===== src/rtl/pll_ctrl_regs.sv =====
module pll_ctrl_regs #(
  parameter int SYNC_STAGES = 2,
  parameter int M_CODE_MAX  = 18
) (
  input  logic        clk,
  input  logic        rst_n,
  input  logic        wr_en,
  input  logic [15:0] wr_data,
  input  logic        lock_async,
  output logic [15:0] rd_data,
  output logic [4:0]  m_ratio,
  output logic [3:0]  n_ratio,
  output logic [3:0]  loop_filter,
  output logic        pll_pwr_en,
  output logic        pll_clk_sel
);

  logic [2:0] n_code;
  logic [4:0] m_code;
  logic [3:0] lf_q;
  logic       en_q, sel_q, lock_q, err_q;
  logic [SYNC_STAGES-1:0] sync_q;

  logic [2:0] wr_n;
  logic [4:0] wr_m;
  logic       div_change, unsafe, bad_m, refuse;

  assign wr_n = wr_data[2:0];
  assign wr_m = wr_data[7:3];

  assign div_change = (wr_n != n_code) || (wr_m != m_code);
  assign unsafe     = div_change && (sel_q || (en_q && !wr_data[12]));
  assign bad_m      = wr_m > 5'(M_CODE_MAX);
  assign refuse     = wr_en && (unsafe || bad_m);

  always_ff @(posedge clk or negedge rst_n) begin
    if (!rst_n) begin
      n_code <= '0;
      m_code <= '0;
      lf_q   <= '0;
      en_q   <= 1'b0;
      sel_q  <= 1'b0;
    end else if (wr_en && !refuse) begin
      n_code <= wr_n;
      m_code <= wr_m;
      lf_q   <= wr_data[11:8];
      en_q   <= wr_data[12];
      sel_q  <= wr_data[13];
    end
  end

  always_ff @(posedge clk or negedge rst_n) begin
    if (!rst_n) sync_q <= '0;
    else        sync_q <= {sync_q[SYNC_STAGES-2:0], lock_async};
  end

  always_ff @(posedge clk or negedge rst_n) begin
    if (!rst_n)                           lock_q <= 1'b0;
    else if (wr_en)                       lock_q <= 1'b0;
    else if (en_q && sync_q[SYNC_STAGES-1]) lock_q <= 1'b1;
  end

  always_ff @(posedge clk or negedge rst_n) begin
    if (!rst_n)                    err_q <= 1'b0;
    else if (refuse)               err_q <= 1'b1;
    else if (wr_en && wr_data[15]) err_q <= 1'b0;
  end

  assign m_ratio     = m_code + 5'd2;
  assign n_ratio     = (n_code == 3'b111) ? 4'd1 : {1'b0, n_code} + 4'd2;
  assign loop_filter = lf_q;
  assign pll_pwr_en  = en_q;
  assign pll_clk_sel = sel_q && en_q && lock_q;
  assign rd_data     = {err_q, lock_q, sel_q, en_q, lf_q, m_code, n_code};

endmodule



===== config.mk =====
export PLATFORM = sky130hd
export DESIGN_NAME = pll_ctrl_regs
export DESIGN_NICKNAME = d
export VERILOG_FILES = /design/src/rtl/pll_ctrl_regs.sv
export SDC_FILE = /design/constraint.sdc
export NUM_CORES = 1
export LEC_CHECK = 0
export BUFFER_PORTS_ARGS = -buffer_cell sky130_fd_sc_hd__clkbuf_2
export CAP_MARGIN = 20
export CORE_MARGIN = 5
export CORE_UTILIZATION = 44
export CTS_CLUSTER_DIAMETER = 60
export DETAILED_ROUTE_END_ITERATION = 6
export PLACE_DENSITY = 0.89
export SLEW_MARGIN = 20
export SYNTH_ARGS = -nofsm -noshare
export SYNTH_HDL_FRONTEND = slang
export SYNTH_SLANG_ARGS = --single-unit

===== constraint.sdc =====
create_clock -name clk -period 2.7 [get_ports clk]
set_clock_uncertainty 0.15 [all_clocks]
set_input_delay 0.405 -clock clk [delete_from_list [all_inputs] [get_ports clk]]
set_output_delay 0.405 -clock clk [all_outputs]
set_load 0.02 [all_outputs]

==> reports/qor.csv, run 1 <==
metric,value,unit
clock-pin slew on the worst setup and hold paths,90,ps
"Primary FF master, synth",dfrtp_1,
Port-buffer cells,49,
antenna-violating nets left,0,
routed wire length,2120,um
initial core utilization,45.6,%
Residual DRC,0,
Achievable Freq,438,MHz
hold slack final,71.3,ps
CTS max path bufs,2,
Tmin final,2280,ps
Syn Nets,103,
# resized after CTS,0,
final worst-path cycle share,84.5,%
status,finished clean,
Pwr per Cell Area,1290,nW/um^2
drt wl/cell,13.8,um
post-CTS setup buffer count,0,
critical path startpoint,m_code[2],
Min-Delay Path Class,in2reg,
DRT Pass-1 Iters,2,
grt peak-use layer,met2,
chip width,57.6,um
Worst-Skew Late Latency,280,ps
Setup TNS,0,ps
row count,17,
initial antenna violation count,0,
Mapped Cells,81,
cts hold-fix bufs,1,
CTS Root Cell,clkbuf_4,
footprint of the multi-input gates,445,um^2
number of flops mapped to enable cells by yosys,0,
core box area,2190,um^2
Post-synth ARST share,100,%
register area share after synthesis,45.1,%
ANT cells,0,
Total Routing Usage GR,14.0,%
Synth-to-Final Area Change,24.3,%
Nets,148,
critical path arrival,2310,ps
Netlist Area Pre-Place,998,um^2
Max Slew Vio Count,0,
CTS tree,yes,
slew margin rel.,70.6,%
crit-path max FO,10,
sequential cell area,450,um^2
met3 Use GR,1.56,%
final hold viol count,0,
DR iter-0 viols,1,
GR Layer Usage met2,26.3,%
VDD IR max,0.900,mV
P_leak,0.659,nW
Startpoint Class,register,
share of cells above drive strength 1,57.6,%
Reg2Reg Launch Point,m_code[2],
met1 Track Usage GR,13.9,%
Via Count,758,
Die H,57.6,um
Clock Sinks,18,
first-pass GRT wire length,3560,um
crit path kind,reg2reg,
Required @ worst endpoint,2730,ps
CP endpoint kind,register,
syn_area_per_cell,12.3,um^2
Hold Crit Start,lock_async,
Die Area,3320,um^2
routed vias/inst,4.95,
I/O pins,51,
H-tree Lvls,1,
largest net degree at the start of global routing,19,
most frequent cells in the layout,"49 x clkbuf_2, 18 x dfrtp_1, 9 x xor2_1, 9 x mux2_4, 6 x nand2_1",
Max-Cap Viols,0,
Overflow after GRT,0,
vias in the first global route,805,
"Distinct cells, synth",25,
Layout fillers,181,
number of CTS-inserted buffers,3,
slew of the pin with the lowest slew margin,441,ps
setup violators final,0,
Ys Warns,0,
#FFs+latches synth,18,
RSZ-0062 raised after global routing,false,
Placer Congestion,0.766,
DP HPWL,1730,um
"commonest non-fill, non-tap cell in the layout",clkbuf_2,
[per-layer routing]
metal	vias up	routed length [um]
li1	356	-
met1	372	775
met2	24	1180
met3	6	97
met4	0	63
met5	-	0
[worst paths after layout]
path | end | slack, ps | cells after the start
hold / removal | sync_q[0] | 70 | 1
setup reg to reg | loop_filter[2] | 420 | 6
setup / recovery | loop_filter[2] | 420 | 6
max in group asynchronous | sync_q[1] | 1660 | 2
hold reg to reg | sync_q[1] | 210 | 0
min in group asynchronous | n_code[0] | 440 | 2
[where the power goes]
| group | internal (mW) | switching (mW) |
|---|---|---|
| clock | 0.0820 | 0.0766 |
| combinational | 0.381 | 0.539 |
| sequential | 0.379 | 0.143 |
[through the flow]
step / utilization [%] / power [mW] / area [um^2] / worst slack (ps) / cells
4_1_cts: 56.7 / 1.62 / 1240 / 401 / 153
5_1_grt: 56.7 / 1.71 / 1240 / 341 / 153
6_report: 56.7 / 1.60 / 1240 / 418 / 153
3_3_place_gp: 54.5 / 1.42 / 1190 / 460 / 148
3_5_place_dp: 54.5 / 1.46 / 1190 / 369 / 148
2_1_floorplan: - / 1.22 / 998 / 641 / 81
[state kept, by name, indices dropped and copies added (netlist names)]
register and count:
n_code 3, loop_filter 4, m_code 5, err_q 1, pll_pwr_en 1, lock_q 1, sync_q 2, sel_q 1
[cells in the mapped netlist (all sizes together) (2+ instances only)]
library cell | n | area share [%]
inv | 3 | 1.1
dfrtp | 18 | 45
a22o | 2 | 1.9
buf | 10 | 8.8
mux2 | 12 | 17
nor2 | 3 | 1.1
nand3 | 2 | 1.0
and2 | 2 | 1.3
xor2 | 9 | 7.9
ha | 2 | 2.5
nor4 | 2 | 2.5
nand2 | 7 | 2.9
a21oi | 2 | 2.1
[critical path, stage by stage, from the launching register on]
cell and delay, ps:
dfrtp_1 460, xor2_1 200, nor4_2 390, nand2_2 140, a21oi_4 220, buf_4 260
mux2_2 350
[layout make-up]
class / count / share of cell area (%)
repair buffers: 51 / 21.2
inverters: 3 / 0.907
multi-input cells: 49 / 35.9
flip-flops and latches: 18 / 36.3
well taps: 28 / 2.82
clock buffers: 4 / 2.92
[logic make-up after synthesis]
group | after synthesis | share of synthesized area [%]
compound gates | 7 | 6.39
xor+xnor | 10 | 8.77
fa+ha+maj | 2 | 2.51
buf+inv | 14 | 10.3
flops | 18 | 45.1
mux | 12 | 16.9
simple gates | 18 | 10.0
Power figures use the tool's default switching activity.
==> run 2: changes to the inputs <==
--- a/config.mk
+++ b/config.mk
@@ -5,10 +5,11 @@
 export SDC_FILE = /design/constraint.sdc
 export NUM_CORES = 1
 export LEC_CHECK = 0
+export ABC_AREA = 1
 export BUFFER_PORTS_ARGS = -buffer_cell sky130_fd_sc_hd__clkbuf_2
 export CAP_MARGIN = 20
 export CORE_MARGIN = 5
-export CORE_UTILIZATION = 44
+export CORE_UTILIZATION = 45
 export CTS_CLUSTER_DIAMETER = 60
 export DETAILED_ROUTE_END_ITERATION = 6
 export PLACE_DENSITY = 0.89
==> constraint.sdc (replaced) <==
create_clock -name clk -period 2.2 [get_ports clk]
set_clock_uncertainty 0.15 [all_clocks]
set_input_delay 0.33 -clock clk [delete_from_list [all_inputs] [get_ports clk]]
set_output_delay 0.33 -clock clk [all_outputs]
set_load 0.02 [all_outputs]
==> reports/qor.csv, run 2 <==
metric,value,unit
Startpoint Class,register,
final hold viol count,0,
Via Count,985,
Achievable Freq,563,MHz
largest cells by area after synthesis,"dfrtp_1 42%, nand2_1 19%, nand4_1 8.2%",
slew margin rel.,69.8,%
routed vias/inst,4.78,
#FFs+latches synth,18,
Pwr per Cell Area,1530,nW/um^2
initial antenna violation count,0,
Reg2Reg Setup Slack,510,ps
Clk pwr share,10.1,%
P_leak,0.777,nW
CTS max path bufs,2,
crit-path max FO,6,
syn_area_per_cell,7.76,um^2
Post-synth ARST share,100,%
drt wl/cell,11.1,um
share of cells above drive strength 1,34.3,%
Worst-Skew Late Latency,290,ps
row count,17,
cell taking the most area after synthesis,dfrtp_1,
most frequent cells in the layout,"53 x nand2_1, 49 x clkbuf_2, 18 x dfrtp_1",
initial core utilization,47.6,%
Required @ worst endpoint,1720,ps
ANT cells,0,
Die H,58.6,um
first-pass GRT wire length,3890,um
critical path arrival,1300,ps
post-CTS setup buffer count,0,
antenna-violating nets left,0,
Max-Cap Viols,0,
# resized after CTS,0,
Netlist Area Pre-Place,1060,um^2
Placer Congestion,0.745,
Flop pwr share,32.3,%
Synth top area share,42.4,%
list of most frequent post-synthesis cells,"53 x nand2_1, 18 x dfrtp_1, 15 x inv_1",
RSZ-0062 raised after global routing,false,
Final Util,58.4,%
slew of the pin with the lowest slew margin,453,ps
Max Slew Vio Count,0,
number of CTS-inserted buffers,3,
Setup TNS,0,ps
Net Switching,1.04,mW
Tmin final,1780,ps
largest net degree at the start of global routing,19,
Min-Delay Path Class,in2reg,
Clock Sinks,18,
Overflow after GRT,0,
Port-buffer cells,49,
DRT Pass-1 Iters,4,
status,finished clean,
Die Area,3440,um^2
VDD IR max,0.848,mV
clock-pin slew on the worst setup and hold paths,110,ps
footprint of the multi-input gates,453,um^2
chip width,58.6,um
largest register by flop count,m_code,
Residual DRC,0,
vias in the first global route,911,
I/O pins,51,
Mapped Cells,137,
DP HPWL,1760,um
switch share,52.1,%
"Primary FF master, synth",dfrtp_1,
core box area,2230,um^2
final worst-path cycle share,80.7,%
Total Routing Usage GR,14.3,%
Ys Warns,0,
Cell Int Power,0.955,mW
register area share after synthesis,42.4,%
max FFs per register,5,
Logic pwr share,57.7,%
routed wire length,2280,um
cell with the most instances after synthesis,nand2_1,
"Distinct cells, synth",21,
CTS tree,yes,
H-tree Lvls,1,
sequential cell area,450,um^2
number of flops mapped to enable cells by yosys,0,
"commonest non-fill, non-tap cell in the layout",nand2_1,
CP endpoint kind,output pin,
CTS Root Cell,clkbuf_4,
Synth-to-Final Area Change,22.6,%
Nets,201,
Syn Nets,159,
Layout fillers,234,
setup violators final,0,
DR iter-0 viols,20,
crit path kind,reg2out,
## run 2: path summary, 6_finish.rpt
path,from,endpoint,cells past startpoint
min in group asynchronous,rst_n,loop_filter[2],2
max in group asynchronous,rst_n,sel_q,2
min,wr_data[10],loop_filter[2],3
min reg2reg,sync_q[0],sync_q[1],0
max reg2reg,m_code[1],m_code[4],10
max,n_code[1],n_ratio[2],4
## run 2: layer usage
metal / track usage (%) / share of wire, % / vias up
met3: 1.97 / 7.5 / 0
li1: - / - / 508
met2: 23.9 / 48 / 36
met1: 19.5 / 45 / 441
met5: 0 / 0 / -
met4: 3.88 / 0 / 0
## run 2: through the flow
stage / cells / area [um^2] / hold WS (ps) / worst slack, ps / total power [mW]
after floorplan: 137 / 1060 / -116 / 490 / 1.54
after global placement: 200 / 1250 / 141 / 514 / 1.79
after detailed placement: 200 / 1250 / 143 / 513 / 1.82
after CTS: 206 / 1300 / 112 / 409 / 2.02
after global routing: 206 / 1300 / 123 / 310 / 2.17
final: 206 / 1300 / 119 / 425 / 1.99
## run 2: logic make-up after synthesis
group,after synthesis,synth area share (%)
buffers and inverters,30,15.1
adder cells (fa/ha/maj),2,2.35
XOR/XNOR,5,4.12
AND/OR/NAND/NOR,79,34.7
AO/OA/AOI/OAI,3,1.41
flip-flops,18,42.4
## run 2: what timing repair did
action | CTS | global route
setup endpoints to repair | 0 | 0
hold buffers | 2 | 0
hold endpoints to repair | 19 | 0
## run 2: power groups by stage
| stage | Clock [mW] | Combinational (mW) | Sequential [mW] |
|---|---|---|---|
| floorplan | 0 | 0.768 | 0.770 |
| global placement | 0 | 1.14 | 0.645 |
| detailed placement | 0 | 1.17 | 0.652 |
| CTS | 0.207 | 1.17 | 0.646 |
| global route | 0.220 | 1.27 | 0.674 |
| finish | 0.201 | 1.15 | 0.644 |
## run 2: area by class of cell
class / count / area share (%)
tap: 28 / 2.69
sequential: 18 / 34.5
multi-input combinational: 89 / 34.7
clock buffer: 4 / 2.78
inverter: 15 / 4.32
timing repair buffer: 52 / 20.9
## run 2: critical path, stage by stage (launching register included)
cell,delay (ps)
dfrtp_1,450
ha_1,310
nand2_1,70
inv_1,40
clkbuf_2,140
==> run 3: changes to the inputs <==
==> constraint.sdc (replaced) <==
create_clock -name clk -period 1.81 [get_ports clk]
set_clock_uncertainty 0.15 [all_clocks]
set_input_delay 0.2715 -clock clk [delete_from_list [all_inputs] [get_ports clk]]
set_output_delay 0.2715 -clock clk [all_outputs]
set_load 0.02 [all_outputs]
==> reports/qor.csv, run 3 (synthesis results as in run 2) <==
metric,value,unit
Clock Sinks,18,
Clk pwr share,10.1,%
CTS Root Cell,clkbuf_4,
Residual DRC,0,
Placed Area,1250,um^2
antenna-violating nets left,0,
CTS max path bufs,2,
row count,17,
Net Switching,1.27,mW
chip width,58.6,um
cts hold-fix bufs,2,
Cell Int Power,1.18,mW
routed vias/inst,4.80,
max FFs per register,5,
CTS tree,yes,
Pwr per Cell Area,1870,nW/um^2
number of CTS-inserted buffers,3,
Overflow after GRT,0,
post-CTS setup buffer count,0,
status,finished clean,
Worst R2R Path Depth,11,
"slowest stage delay, CP",450,ps
Synth-to-Final Area Change,23.3,%
DR iter-0 viols,21,
CP endpoint kind,output pin,
crit-path max FO,6,
clock-pin slew on the worst setup and hold paths,110,ps
CP max stage cell,dfrtp_1,
total power,2.45,mW
Reg-to-Reg End,err_q,
"commonest non-fill, non-tap cell in the layout",nand2_1,
Die Area,3440,um^2
Critical Path End,n_ratio[2],
slew of the pin with the lowest slew margin,447,ps
Setup TNS,0,ps
most frequent cells in the layout,"53 x nand2_1, 49 x clkbuf_2, 18 x dfrtp_1",
vias in the first global route,935,
Worst-Skew Late Latency,290,ps
initial antenna violation count,0,
Nets,202,
slew margin rel.,70.2,%
drt wl/cell,10.9,um
Max-Cap Viols,0,
crit path kind,reg2out,
critical path startpoint,n_code[1],
Final Non-Filler Cells,207,
Min-Delay Path Class,in2reg,
hold slack final,54.5,ps
# resized after CTS,0,
Placer Congestion,0.770,
crit-path cells,ha_1 -> nand2_1 -> inv_1 -> clkbuf_2,
Startpoint Class,register,
Required @ worst endpoint,1390,ps
Placed Cells,201,
fin area,1310,um^2
share of cells above drive strength 1,34.6,%
largest register by flop count,m_code,
initial core utilization,47.6,%
VDD IR max,1.10,mV
Total Routing Usage GR,14.5,%
DP HPWL,1770,um
Port-buffer cells,49,
ANT cells,0,
I/O pins,51,
H-tree Lvls,1,
Reg2Reg Setup Slack,200,ps
sequential cell area,450,um^2
Layout fillers,226,
largest net degree at the start of global routing,19,
RSZ-0062 raised after global routing,false,
setup violators final,0,
Tmin final,1720,ps
Achievable Freq,581,MHz
Reg2Reg Launch Point,m_code[1],
final worst-path cycle share,95.2,%
Die H,58.6,um
footprint of the multi-input gates,453,um^2
Max Slew Vio Count,0,
first-pass GRT wire length,3940,um
routed wire length,2260,um
switch share,51.8,%
P_leak,0.781,nW
DRT Pass-1 Iters,4,
final hold viol count,0,
core box area,2230,um^2
critical path arrival,1300,ps
Flop pwr share,31.7,%
Logic pwr share,58.1,%
Via Count,993,
## run 3: cell count changes in the layout (fill, tap and decap cells not counted), sizes merged
| cell | before | now |
|---|---|---|
| buf | 1 | 2 |
## run 3: final cells by class
type / count / area share (%)
Clock buffer: 4 / 2.77
Inverter: 15 / 4.29
Multi-Input combinational cell: 89 / 34.5
Timing Repair Buffer: 53 / 21.4
Sequential cell: 18 / 34.4
Tap cell: 28 / 2.67
## run 3: power groups by stage
stage	combinational (mW)	sequential [mW]	clock, mW
after detailed placement	1.44	0.784	0
after global placement	1.41	0.783	0
final	1.42	0.776	0.248
after floorplan	0.934	0.936	0
after CTS	1.44	0.779	0.255
after global routing	1.58	0.812	0.268
## run 3: how the worst min path moves through the flow
stage | startpoint | to | cells after the start
3_5_place_dp | rst_n | sync_q[0] | 1
2_1_floorplan | rst_n | err_q | 0
6_report | wr_data[10] | loop_filter[2] | 3
3_3_place_gp | rst_n | sync_q[0] | 1
5_1_grt | wr_data[10] | loop_filter[2] | 3
4_1_cts | wr_data[10] | loop_filter[2] | 3
## run 3: metal layers
metal | vias up | wire length, um | global-route usage [%]
met3 | 0 | 193 | 2.63
li1 | 508 | - | -
met5 | - | 0 | 0
met1 | 443 | 1010 | 18.4
met2 | 42 | 1060 | 24.9
met4 | 0 | 0 | 4.85
## run 3: critical path: cells and delay by family (launching register included)
family	cells	cell delay, ps
DFF	1	450
buffers and inverters	2	170
and+or+nand+nor	1	70
adders and majority gates	1	310
## run 3: through the flow
stage	worst slack, ps	utilization, %
after CTS	74.4	58.7
after global placement	227	56.2
final	87.5	58.7
after global routing	7.14	58.7
after detailed placement	202	56.2
after floorplan	100	-
